File: src/rtl/dma_halt_pkg.sv
package dma_halt_pkg;
  localparam int FLAG_N   = 2;
  localparam int FLAG_ERR = 0;
  localparam int FLAG_NMI = 1;
endpackage

File: src/rtl/dma_halt_flag_cell.sv
// One sticky status flag with a read-then-write-zero clear guard.
module dma_halt_flag_cell (
  input  logic clk,
  input  logic rst,
  input  logic set_evt,
  input  logic rd_stb,
  input  logic wr_stb,
  input  logic wr_bit,
  output logic flag_d,
  output logic flag_q
);
  logic armed_q;
  logic clr_ok;

  // A clear is allowed only while armed and only with a 0 in the flag's bit.
  assign clr_ok = wr_stb & armed_q & ~wr_bit;
  // A set event wins over a clear in the same cycle.
  assign flag_d = set_evt | (flag_q & ~clr_ok);

  always_ff @(posedge clk) begin
    if (rst) begin
      flag_q  <= 1'b0;
      armed_q <= 1'b0;
    end else begin
      flag_q <= flag_d;
      if (wr_stb)
        armed_q <= 1'b0;
      else if (rd_stb)
        armed_q <= flag_q;
    end
  end
endmodule

File: src/rtl/dma_halt_gate.sv
// Builds the suspend request from the next-state flag values.
module dma_halt_gate (
  input  logic clk,
  input  logic rst,
  input  logic err_d,
  input  logic nmi_d,
  input  logic dma_active,
  input  logic unit_done,
  output logic suspend_q
);
  logic nmi_gate_q;
  logic nmi_gate_d;
  logic suspend_d;

  // The interrupt halt is held back while a unit is in flight.
  assign nmi_gate_d = nmi_d & (nmi_gate_q | ~dma_active | unit_done);
  assign suspend_d  = err_d | nmi_gate_d | (suspend_q & nmi_d);

  always_ff @(posedge clk) begin
    if (rst) begin
      nmi_gate_q <= 1'b0;
      suspend_q  <= 1'b0;
    end else begin
      nmi_gate_q <= nmi_gate_d;
      suspend_q  <= suspend_d;
    end
  end
endmodule

File: src/rtl/dma_halt_rd_pack.sv
// Registered read port: places the flags at their positions.
module dma_halt_rd_pack #(
  parameter int REG_W   = 8,
  parameter int ERR_POS = 1,
  parameter int NMI_POS = 0
) (
  input  logic             clk,
  input  logic             rst,
  input  logic             rd_stb,
  input  logic [1:0]       flags_q,
  output logic [REG_W-1:0] rd_data
);
  import dma_halt_pkg::*;
  logic [REG_W-1:0] word;

  always_comb begin
    word          = '0;
    word[ERR_POS] = flags_q[FLAG_ERR];
    word[NMI_POS] = flags_q[FLAG_NMI];
  end

  always_ff @(posedge clk) begin
    if (rst)
      rd_data <= '0;
    else if (rd_stb)
      rd_data <= word;
  end
endmodule

File: src/rtl/dma_halt_flags.sv
module dma_halt_flags #(
  parameter int REG_W   = 8,
  parameter int ERR_POS = 1,
  parameter int NMI_POS = 0
) (
  input  logic             clk,
  input  logic             rst,
  input  logic             addr_err_evt,
  input  logic             nmi_evt,
  input  logic             dma_active,
  input  logic             unit_done,
  input  logic             rd_stb,
  input  logic             wr_stb,
  input  logic [REG_W-1:0] wr_data,
  output logic [REG_W-1:0] rd_data,
  output logic             suspend_all
);
  import dma_halt_pkg::*;

  logic [FLAG_N-1:0] flags_q;
  logic [FLAG_N-1:0] flags_d;
  logic [FLAG_N-1:0] set_vec;
  logic [FLAG_N-1:0] wr_bits;
  logic              wr_unused;

  assign set_vec[FLAG_ERR] = addr_err_evt;
  assign set_vec[FLAG_NMI] = nmi_evt;
  assign wr_bits[FLAG_ERR] = wr_data[ERR_POS];
  assign wr_bits[FLAG_NMI] = wr_data[NMI_POS];
  assign wr_unused         = ^wr_data;

  for (genvar i = 0; i < FLAG_N; i++) begin : g_flag
    dma_halt_flag_cell u_cell (
      .clk     (clk),
      .rst     (rst),
      .set_evt (set_vec[i]),
      .rd_stb  (rd_stb),
      .wr_stb  (wr_stb),
      .wr_bit  (wr_bits[i]),
      .flag_d  (flags_d[i]),
      .flag_q  (flags_q[i])
    );
  end

  dma_halt_gate u_gate (
    .clk        (clk),
    .rst        (rst),
    .err_d      (flags_d[FLAG_ERR]),
    .nmi_d      (flags_d[FLAG_NMI]),
    .dma_active (dma_active),
    .unit_done  (unit_done),
    .suspend_q  (suspend_all)
  );

  dma_halt_rd_pack #(
    .REG_W   (REG_W),
    .ERR_POS (ERR_POS),
    .NMI_POS (NMI_POS)
  ) u_rd (
    .clk     (clk),
    .rst     (rst),
    .rd_stb  (rd_stb),
    .flags_q (flags_q),
    .rd_data (rd_data)
  );
endmodule

File: config.mk
export PLATFORM = sky130hd
export DESIGN_NAME = dma_halt_flags
export DESIGN_NICKNAME = d
export VERILOG_FILES = /design/src/rtl/dma_halt_pkg.sv /design/src/rtl/dma_halt_flag_cell.sv /design/src/rtl/dma_halt_gate.sv /design/src/rtl/dma_halt_rd_pack.sv /design/src/rtl/dma_halt_flags.sv
export SDC_FILE = /design/constraint.sdc
export NUM_CORES = 1
export LEC_CHECK = 0
export CAP_MARGIN = 25
export CORE_AREA = 5 5 42 44
export CTS_CLUSTER_SIZE = 28
export DETAILED_ROUTE_END_ITERATION = 10
export DIE_AREA = 0 0 47 49
export DONT_BUFFER_PORTS = 1
export SLEW_MARGIN = 10
export SYNTH_ARGS = -nofsm -noshare
export SYNTH_HDL_FRONTEND = slang
export SYNTH_HIERARCHICAL = 1
export SYNTH_SLANG_ARGS = --single-unit
File: constraint.sdc
create_clock -name clk -period 1.25 [get_ports clk]
set_input_delay 0.1875 -clock clk [delete_from_list [all_inputs] [get_ports clk]]
set_output_delay 0.1875 -clock clk [all_outputs]
set_load 0.05 [all_outputs]
---- Yosys cells after proc, flatten, opt, wreduce, memory -nomap -nowiden ----
Cells that the tools add are included.
storage, ports and cells
  flip-flop bits (word level) ............. 8
  output and inout bits ................... 9
  logic and storage cells ................. 27
cells by class
  bitwise gates (word level) .............. 19
  reduce and logical (&&, ||, !) cells .... 1
operator list
  operator         number
  $and 1x1->1      8
  $or 1x1->1       6
  $not 1->1        5
  $reduce_or 2->1  1

---- Longest topological paths before layout ----
Gate-level depths: netlist (run 1).
  word-level depth ........................ 8
  gate-level depth with buffers ........... 4

---- Hierarchy ----
Netlist (run 1), hierarchy kept.
by module, submodules not included
  module              times used  cells each  area an instance (µm²)  seq. area each (µm²)
  dma_halt_flag_cell  2           8           85.1                    40.0
  dma_halt_rd_pack    1           13          116.4                   40.0
  dma_halt_gate       1           7           81.3                    40.0

---- Least setup slack after synthesis (run 1) ----
OpenSTA, ideal clock, no wires.
  path kind ............................... register to register
  start ................................... reg g_flag[1].u_cell.armed_q
  end ..................................... reg u_gate.suspend_q
  arrival time ............................ 895 ps
  required time ........................... 1175 ps
  path slack .............................. 280 ps
  stages on the path, launching flop included .. 5
  clock period less this slack ............ 970 ps
  cell sequence ........................... dfxtp_1 > and4bb_1 > nor2_1 > a21oi_1 > o22ai_1
between the ends
  cells in the longest elaborated chain, start to end .. 8
RTL lines
  what                          RTL line                  source
  start: declaration            dma_halt_flag_cell.sv:12  logic armed_q;
  start signal: assignment      dma_halt_flag_cell.sv:29  armed_q <= flag_q;
  $and 1x1->1 (*) (2 in a row)  dma_halt_flag_cell.sv:16  assign clr_ok = wr_stb & armed_q & ~wr_bit;
  $not 1->1 (*)                 dma_halt_flag_cell.sv:18  assign flag_d = set_evt | (flag_q & ~clr_ok);
  $and 1x1->1 (*)               dma_halt_flag_cell.sv:18
  $or 1x1->1 (*)                dma_halt_flag_cell.sv:18
  net flags_d[1]                dma_halt_flags.sv:21      logic [FLAG_N-1:0] flags_d;
  $and 1x1->1                   dma_halt_gate.sv:16       assign nmi_gate_d = nmi_d & (nmi_gate_q | ~dma_active | unit_done);
  $or 1x1->1                    dma_halt_gate.sv:17       assign suspend_d = err_d | nmi_gate_d | (suspend_q & nmi_d);
  $or 1x1->1 (*)                dma_halt_gate.sv:17
  end signal: assignment        dma_halt_gate.sv:25       suspend_q <= suspend_d;
  end: declaration              dma_halt_gate.sv:9        output logic suspend_q
Mark *: on every way through the listed nets, which the timed path passes. The rest lies on a longest branch.
A chain may end at the register's enable or synchronous reset.

---- Final worst setup path (run 1) ----
Same ends and word-level chain as after synthesis.

==> results.sh, run 1 <==
export IMPL_status="complete, no violations"
export IMPL_diodes=0
export IMPL_cp_slowest_stage_delay_ns=0.31
export IMPL_totalWireLength_um=658
export IMPL_cts_root_buf="clkbuf_4"
export IMPL_grt_max_degree=8
export IMPL_slowest_stage="dfxtp_1"
export IMPL_min_to="g_flag[1].u_cell/armed_q"
export IMPL_synth_top_area_cell="dfxtp_1"
export IMPL_clk_latency_ns=0.25
export IMPL_cts_buffers=3
export IMPL_crit_path_start_kind="register"
export IMPL_setup_violations=0
export IMPL_firstDrtPassIters=4
export IMPL_final_cell_area_um2=427
export IMPL_post_dp_hpwl_um=493
export IMPL_grt_pass1_wl_um=917
export IMPL_die_h_um=49
export IMPL_path_cells="and4bb_1 -> nor2_1 -> a21oi_1 -> o22ai_1"
export IMPL_die_area_um2=2300
export IMPL_worst_path_max_fanout=2
export IMPL_start_util_pct=26.3
export IMPL_crit_type="reg -> reg"
export IMPL_fmax_ghz=0.960
export IMPL_drt_initial_drc_count=3
export IMPL_finalClockSkew_ns=0.00249
export IMPL_r2r_end="u_gate/suspend_q"
export IMPL_final_common_cell="dfxtp_1"
export IMPL_hold_depth=1
export IMPL_cp_buffers_inverters=0
export IMPL_clk_path_buf_depth=2
export IMPL_cts_sinks=8
export IMPL_max_cap_violations=0
export IMPL_ant_nets=0
export IMPL_final_hold_violation_count=0
export IMPL_timing_final_crit_share_pct=83.3
export IMPL_rows=14
export IMPL_utilization_pct=30.4
export IMPL_fin_crit_ns=1.04
export IMPL_cts_htree_levels=1
export IMPL_critPathCaptureType="register"
export IMPL_cp_depth=4
export IMPL_place_gp_congestion=0.705
export IMPL_ios=25
export IMPL_portBuffers=0
export IMPL_synth_area_leaders="dfxtp_1 44%, buf_4 12%, mux2i_1 11%, nor2_1 7.1%, and4bb_1 6.8%"
export IMPL_fin_setup_tns_ns=0
export IMPL_synth_top_area_share_pct=43.5
export IMPL_clkTransAtPathRegs_ns=0.06
export IMPL_cp_top_family="simple AND/OR/NAND/NOR gates"
export IMPL_vias_per_cell=4.32
export IMPL_rsz0062_at_grt="no"
export IMPL_yosysUniqueCellTypes=12
export IMPL_drc_errors=0
export IMPL_area_growth_pct=16.0
export IMPL_ff2ff_setup_slack_ns=0.21
export IMPL_hp_class="in -> reg"
export IMPL_irDropWorstVdd_mv=0.495
export IMPL_synth_seq_cells=8
export IMPL_rr_worst_depth=4
export IMPL_vias=255
export IMPL_fp_coreArea_um2=1400
export IMPL_grt_pass1_vias=217
export IMPL_cts_tree="built"
export IMPL_grt_usage_pct=6.00
export IMPL_dp_cells=54
export IMPL_final_cell_mix="8 x dfxtp_1, 7 x nor2_1, 6 x conb_1"
export IMPL_p_leak_nw=0.195
export IMPL_drv_slew=0
export IMPL_final_nets=61
export IMPL_syn_area_um2=368
export IMPL_die_x_um=47
export IMPL_wl_per_cell_um=11.2
export IMPL_placed_area_um2=384
export IMPL_synth_avg_cell_area_um2=10.2
export IMPL_grt_overflow=0
export IMPL_crit_required_ns=1.43
export IMPL_final_cells=59
export IMPL_syn_inst=36
export IMPL_antenna_found_initial=0
export IMPL_min_from="rst"
export IMPL_power_density_nw_per_um2=1390
export IMPL_yosysWarnings=6
export IMPL_arrival_ns=1.22
export IMPL_regToRegStartpoint="g_flag[1].u_cell/armed_q"
export IMPL_drive_gt1_share_pct=23.3
export IMPL_synth_seq_area_share_pct=43.5
==> registers in the layout, indices dropped and copies added (netlist names) <==
register               cells
u_gate/suspend_q           1
g_flag.u_cell/armed_q      2
g_flag.u_cell/flag_q       2
u_rd/rd_data               2
u_gate/nmi_gate_q          1
==> layout make-up <==
type                       count  area [um2]
fill                         147         975
sequential                     8         160
multi-input combinational     27         181
timing repair buffer           5        42.5
tap                           16        20.0
clock buffer                   3        22.5
==> kinds of logic (layout without fill, tap and decap cells) <==
logic type	Yosys count	in the layout	synth area share, %
flip-flops	8	8	43.5
multiplexers	4	4	10.9
other	1	6	1.02
buffers and inverters	6	8	12.2
AND/OR/NAND/NOR	15	15	29.3
AO/OA/AOI/OAI	2	2	3.06
==> power breakdown <==
part | total (mW) | switching (mW) | internal (mW)
sequential | 0.279 | 0.00825 | 0.271
combinational | 0.117 | 0.0833 | 0.0338
clock | 0.196 | 0.0859 | 0.110
total | 0.592 | 0.177 | 0.415
==> cell usage after synthesis (all sizes together) <==
cell and n:
and4bb 2, dfxtp 8, a21oi 1, nand2b 1, nor3b 1, o22ai 1
nor3 4, conb 1, buf 6, mux2i 4, nor2 7
==> worst max path at each step <==
stage / from / endpoint
3_5_place_dp: g_flag[1].u_cell/armed_q / u_gate/suspend_q
2_1_floorplan: g_flag[1].u_cell/armed_q / u_gate/suspend_q
6_report: g_flag[1].u_cell/armed_q / u_gate/suspend_q
4_1_cts: g_flag[1].u_cell/armed_q / u_gate/suspend_q
3_3_place_gp: g_flag[1].u_cell/armed_q / u_gate/suspend_q
5_1_grt: g_flag[1].u_cell/armed_q / u_gate/suspend_q
==> stage by stage <==
step	power, mW	setup slack, ns	hold slack [ns]
floorplan	0.394	0.280	0.257
global placement	0.394	0.224	0.259
detailed placement	0.395	0.223	0.260
CTS	0.592	0.202	0.00493
global route	0.623	0.100	0.0000688
finish	0.592	0.208	0.0101
==> layer usage <==
| metal | global-route usage [%] | wire length (um) |
|---|---|---|
| met1 | 5.54 | 270 |
| met2 | 8.60 | 352 |
| met3 | 2.58 | 35 |
| met4 | 6.91 | 0 |
| met5 | 0 | 0 |
==> what timing repair did <==
item                      in CTS  in global routing
buffers inserted               0                  0
resized for setup              0                  0
hold buffers                   1                  1
hold endpoints to repair       2                  3
==> worst reg2reg max path: stages, from the launching register on <==
cell,delay [ns]
dfxtp_1,0.31
and4bb_1,0.20
nor2_1,0.23
a21oi_1,0.10
o22ai_1,0.13
No activity file was read; power rests on OpenSTA's default activity.
==> inputs of run 2 (changes only) <==
==> constraint.sdc (replaced) <==
create_clock -name clk -period 0.8 [get_ports clk]
set_input_delay 0.12 -clock clk [delete_from_list [all_inputs] [get_ports clk]]
set_output_delay 0.12 -clock clk [all_outputs]
set_load 0.05 [all_outputs]
==> results.sh, run 2 (synthesis gave the netlist of run 1 again) <==
export IMPL_hold_ws_ns=-0.0744
export IMPL_fin_setup_tns_ns=-0.617
export IMPL_cts_tree="built"
export IMPL_irDropWorstVdd_mv=0.434
export IMPL_worst_path_max_fanout=2
export IMPL_grt_overflow=0
export IMPL_utilization_pct=35.4
export IMPL_clockPowerShare_pct=31.7
export IMPL_fmax_ghz=0.993
export IMPL_dp_cells=57
export IMPL_cts_htree_levels=1
export IMPL_swShare_pct=29.9
export IMPL_critPathCaptureType="register"
export IMPL_p_leak_nw=0.222
export IMPL_setup_slack_ns=-0.207
export IMPL_wl_per_cell_um=12.0
export IMPL_drive_gt1_share_pct=52.2
export IMPL_grt_pass1_wl_um=1090
export IMPL_die_h_um=49
export IMPL_cts_sinks=8
export IMPL_clk_path_buf_depth=2
export IMPL_p_int_mw=0.685
export IMPL_final_nets=64
export IMPL_cp_top_family="simple AND/OR/NAND/NOR gates"
export IMPL_pre_cts_ws_ns=-0.172
export IMPL_fp_coreArea_um2=1400
export IMPL_start_util_pct=26.3
export IMPL_drv_slew=0
export IMPL_cp_buffers_inverters=0
export IMPL_fin_crit_ns=1.01
export IMPL_hp_class="in -> reg"
export IMPL_max_cap_violations=0
export IMPL_placed_area_um2=438
export IMPL_path_cells="and4bb_2 -> nor2_4 -> a21oi_2 -> o22ai_1"
export IMPL_vias_per_cell=4.39
export IMPL_crit_path_start_kind="register"
export IMPL_setup_violations=7
export IMPL_final_hold_violation_count=7
export IMPL_slowest_stage="dfxtp_2"
export IMPL_n_fill_cell=147
export IMPL_arrival_ns=1.14
export IMPL_post_dp_hpwl_um=564
export IMPL_status="finished with violations"
export IMPL_p_comb_share_pct=22.8
export IMPL_crit_required_ns=0.93
export IMPL_clkTransAtPathRegs_ns=0.05
export IMPL_power_density_nw_per_um2=1970
export IMPL_grt_max_degree=9
export IMPL_clk_latency_ns=0.25
export IMPL_cts_root_buf="clkbuf_4"
export IMPL_top_regs="g_flag.u_cell/armed_q: 2 flops, g_flag.u_cell/flag_q: 2 flops, u_rd/rd_data: 2 flops"
export IMPL_vias=272
export IMPL_p_seq_share_pct=45.5
export IMPL_diodes=0
export IMPL_rsz0062_at_grt="yes"
export IMPL_violations="negative hold slack, negative setup slack"
export IMPL_die_area_um2=2300
export IMPL_final_cells=62
export IMPL_ant_nets=0
export IMPL_die_x_um=47
export IMPL_final_cell_mix="6 x conb_1, 5 x nor2_1, 5 x dfxtp_2, 5 x buf_4, 4 x mux2i_1"
export IMPL_final_common_cell="conb_1"
export IMPL_totalWireLength_um=744
export IMPL_ios=25
export IMPL_cts_buffers=3
export IMPL_portBuffers=0
export IMPL_final_cell_area_um2=497
export IMPL_drc_errors=0
export IMPL_grt_pass1_vias=267
export IMPL_timing_final_crit_share_pct=126
export IMPL_crit_type="reg -> reg"
export IMPL_finalClockSkew_ns=0.00176
export IMPL_area_growth_pct=35.0
export IMPL_drt_initial_drc_count=0
export IMPL_power_mw=0.976
export IMPL_firstDrtPassIters=1
export IMPL_grt_usage_pct=6.99
export IMPL_cp_slowest_stage_delay_ns=0.32
export IMPL_place_gp_congestion=0.674
export IMPL_antenna_found_initial=0
export IMPL_p_switching_mw=0.291
export IMPL_rows=14
==> run 2: power by group through the flow <==
stage	clock network [mW]	logic (mW)	registers (mW)
6_report	0.309	0.223	0.444
4_1_cts	0.326	0.206	0.444
3_3_place_gp	0	0.197	0.449
3_5_place_dp	0	0.197	0.450
5_1_grt	0.344	0.233	0.448
2_1_floorplan	0	0.136	0.484
==> run 2: cell type report <==
| class | count | area, um2 | share of cell area, % |
|---|---|---|---|
| Multi-Input combinational cell | 27 | 195 | 39.3 |
| Tap cell | 16 | 20.0 | 4.03 |
| Sequential cell | 8 | 166 | 33.5 |
| Clock buffer | 3 | 22.5 | 4.53 |
| Timing Repair Buffer | 8 | 92.6 | 18.6 |
==> run 2: path summary, 6_finish.rpt <==
check / cells past startpoint / slack, ns / startpoint / to
worst min-delay path: 1 / -0.07 / rst / u_rd/rd_data[1]
worst min register to register: 2 / 0.49 / u_gate/nmi_gate_q / u_gate/nmi_gate_q
worst max register to register: 4 / -0.21 / g_flag[1].u_cell/armed_q / u_gate/suspend_q
worst max-delay path: 4 / -0.21 / g_flag[1].u_cell/armed_q / u_gate/suspend_q
==> run 2: timing repair <==
item / CTS / global route
resized for setup: 2 / 6
pin swaps: 0 / 2
setup buffers: 1 / 1
hold endpoints to repair: 7 / 7
endpoints found under the setup margin: 6 / 8
==> run 2: layer usage <==
| layer | routed length, um | part of all wire [%] | global-route usage [%] | up-vias |
|---|---|---|---|---|
| li1 | - | - | - | 132 |
| met1 | 258 | 35 | 7.30 | 129 |
| met2 | 400 | 54 | 8.60 | 11 |
| met3 | 84 | 11 | 3.69 | 0 |
| met4 | 0 | 0 | 8.29 | 0 |
| met5 | 0 | 0 | 0 | - |
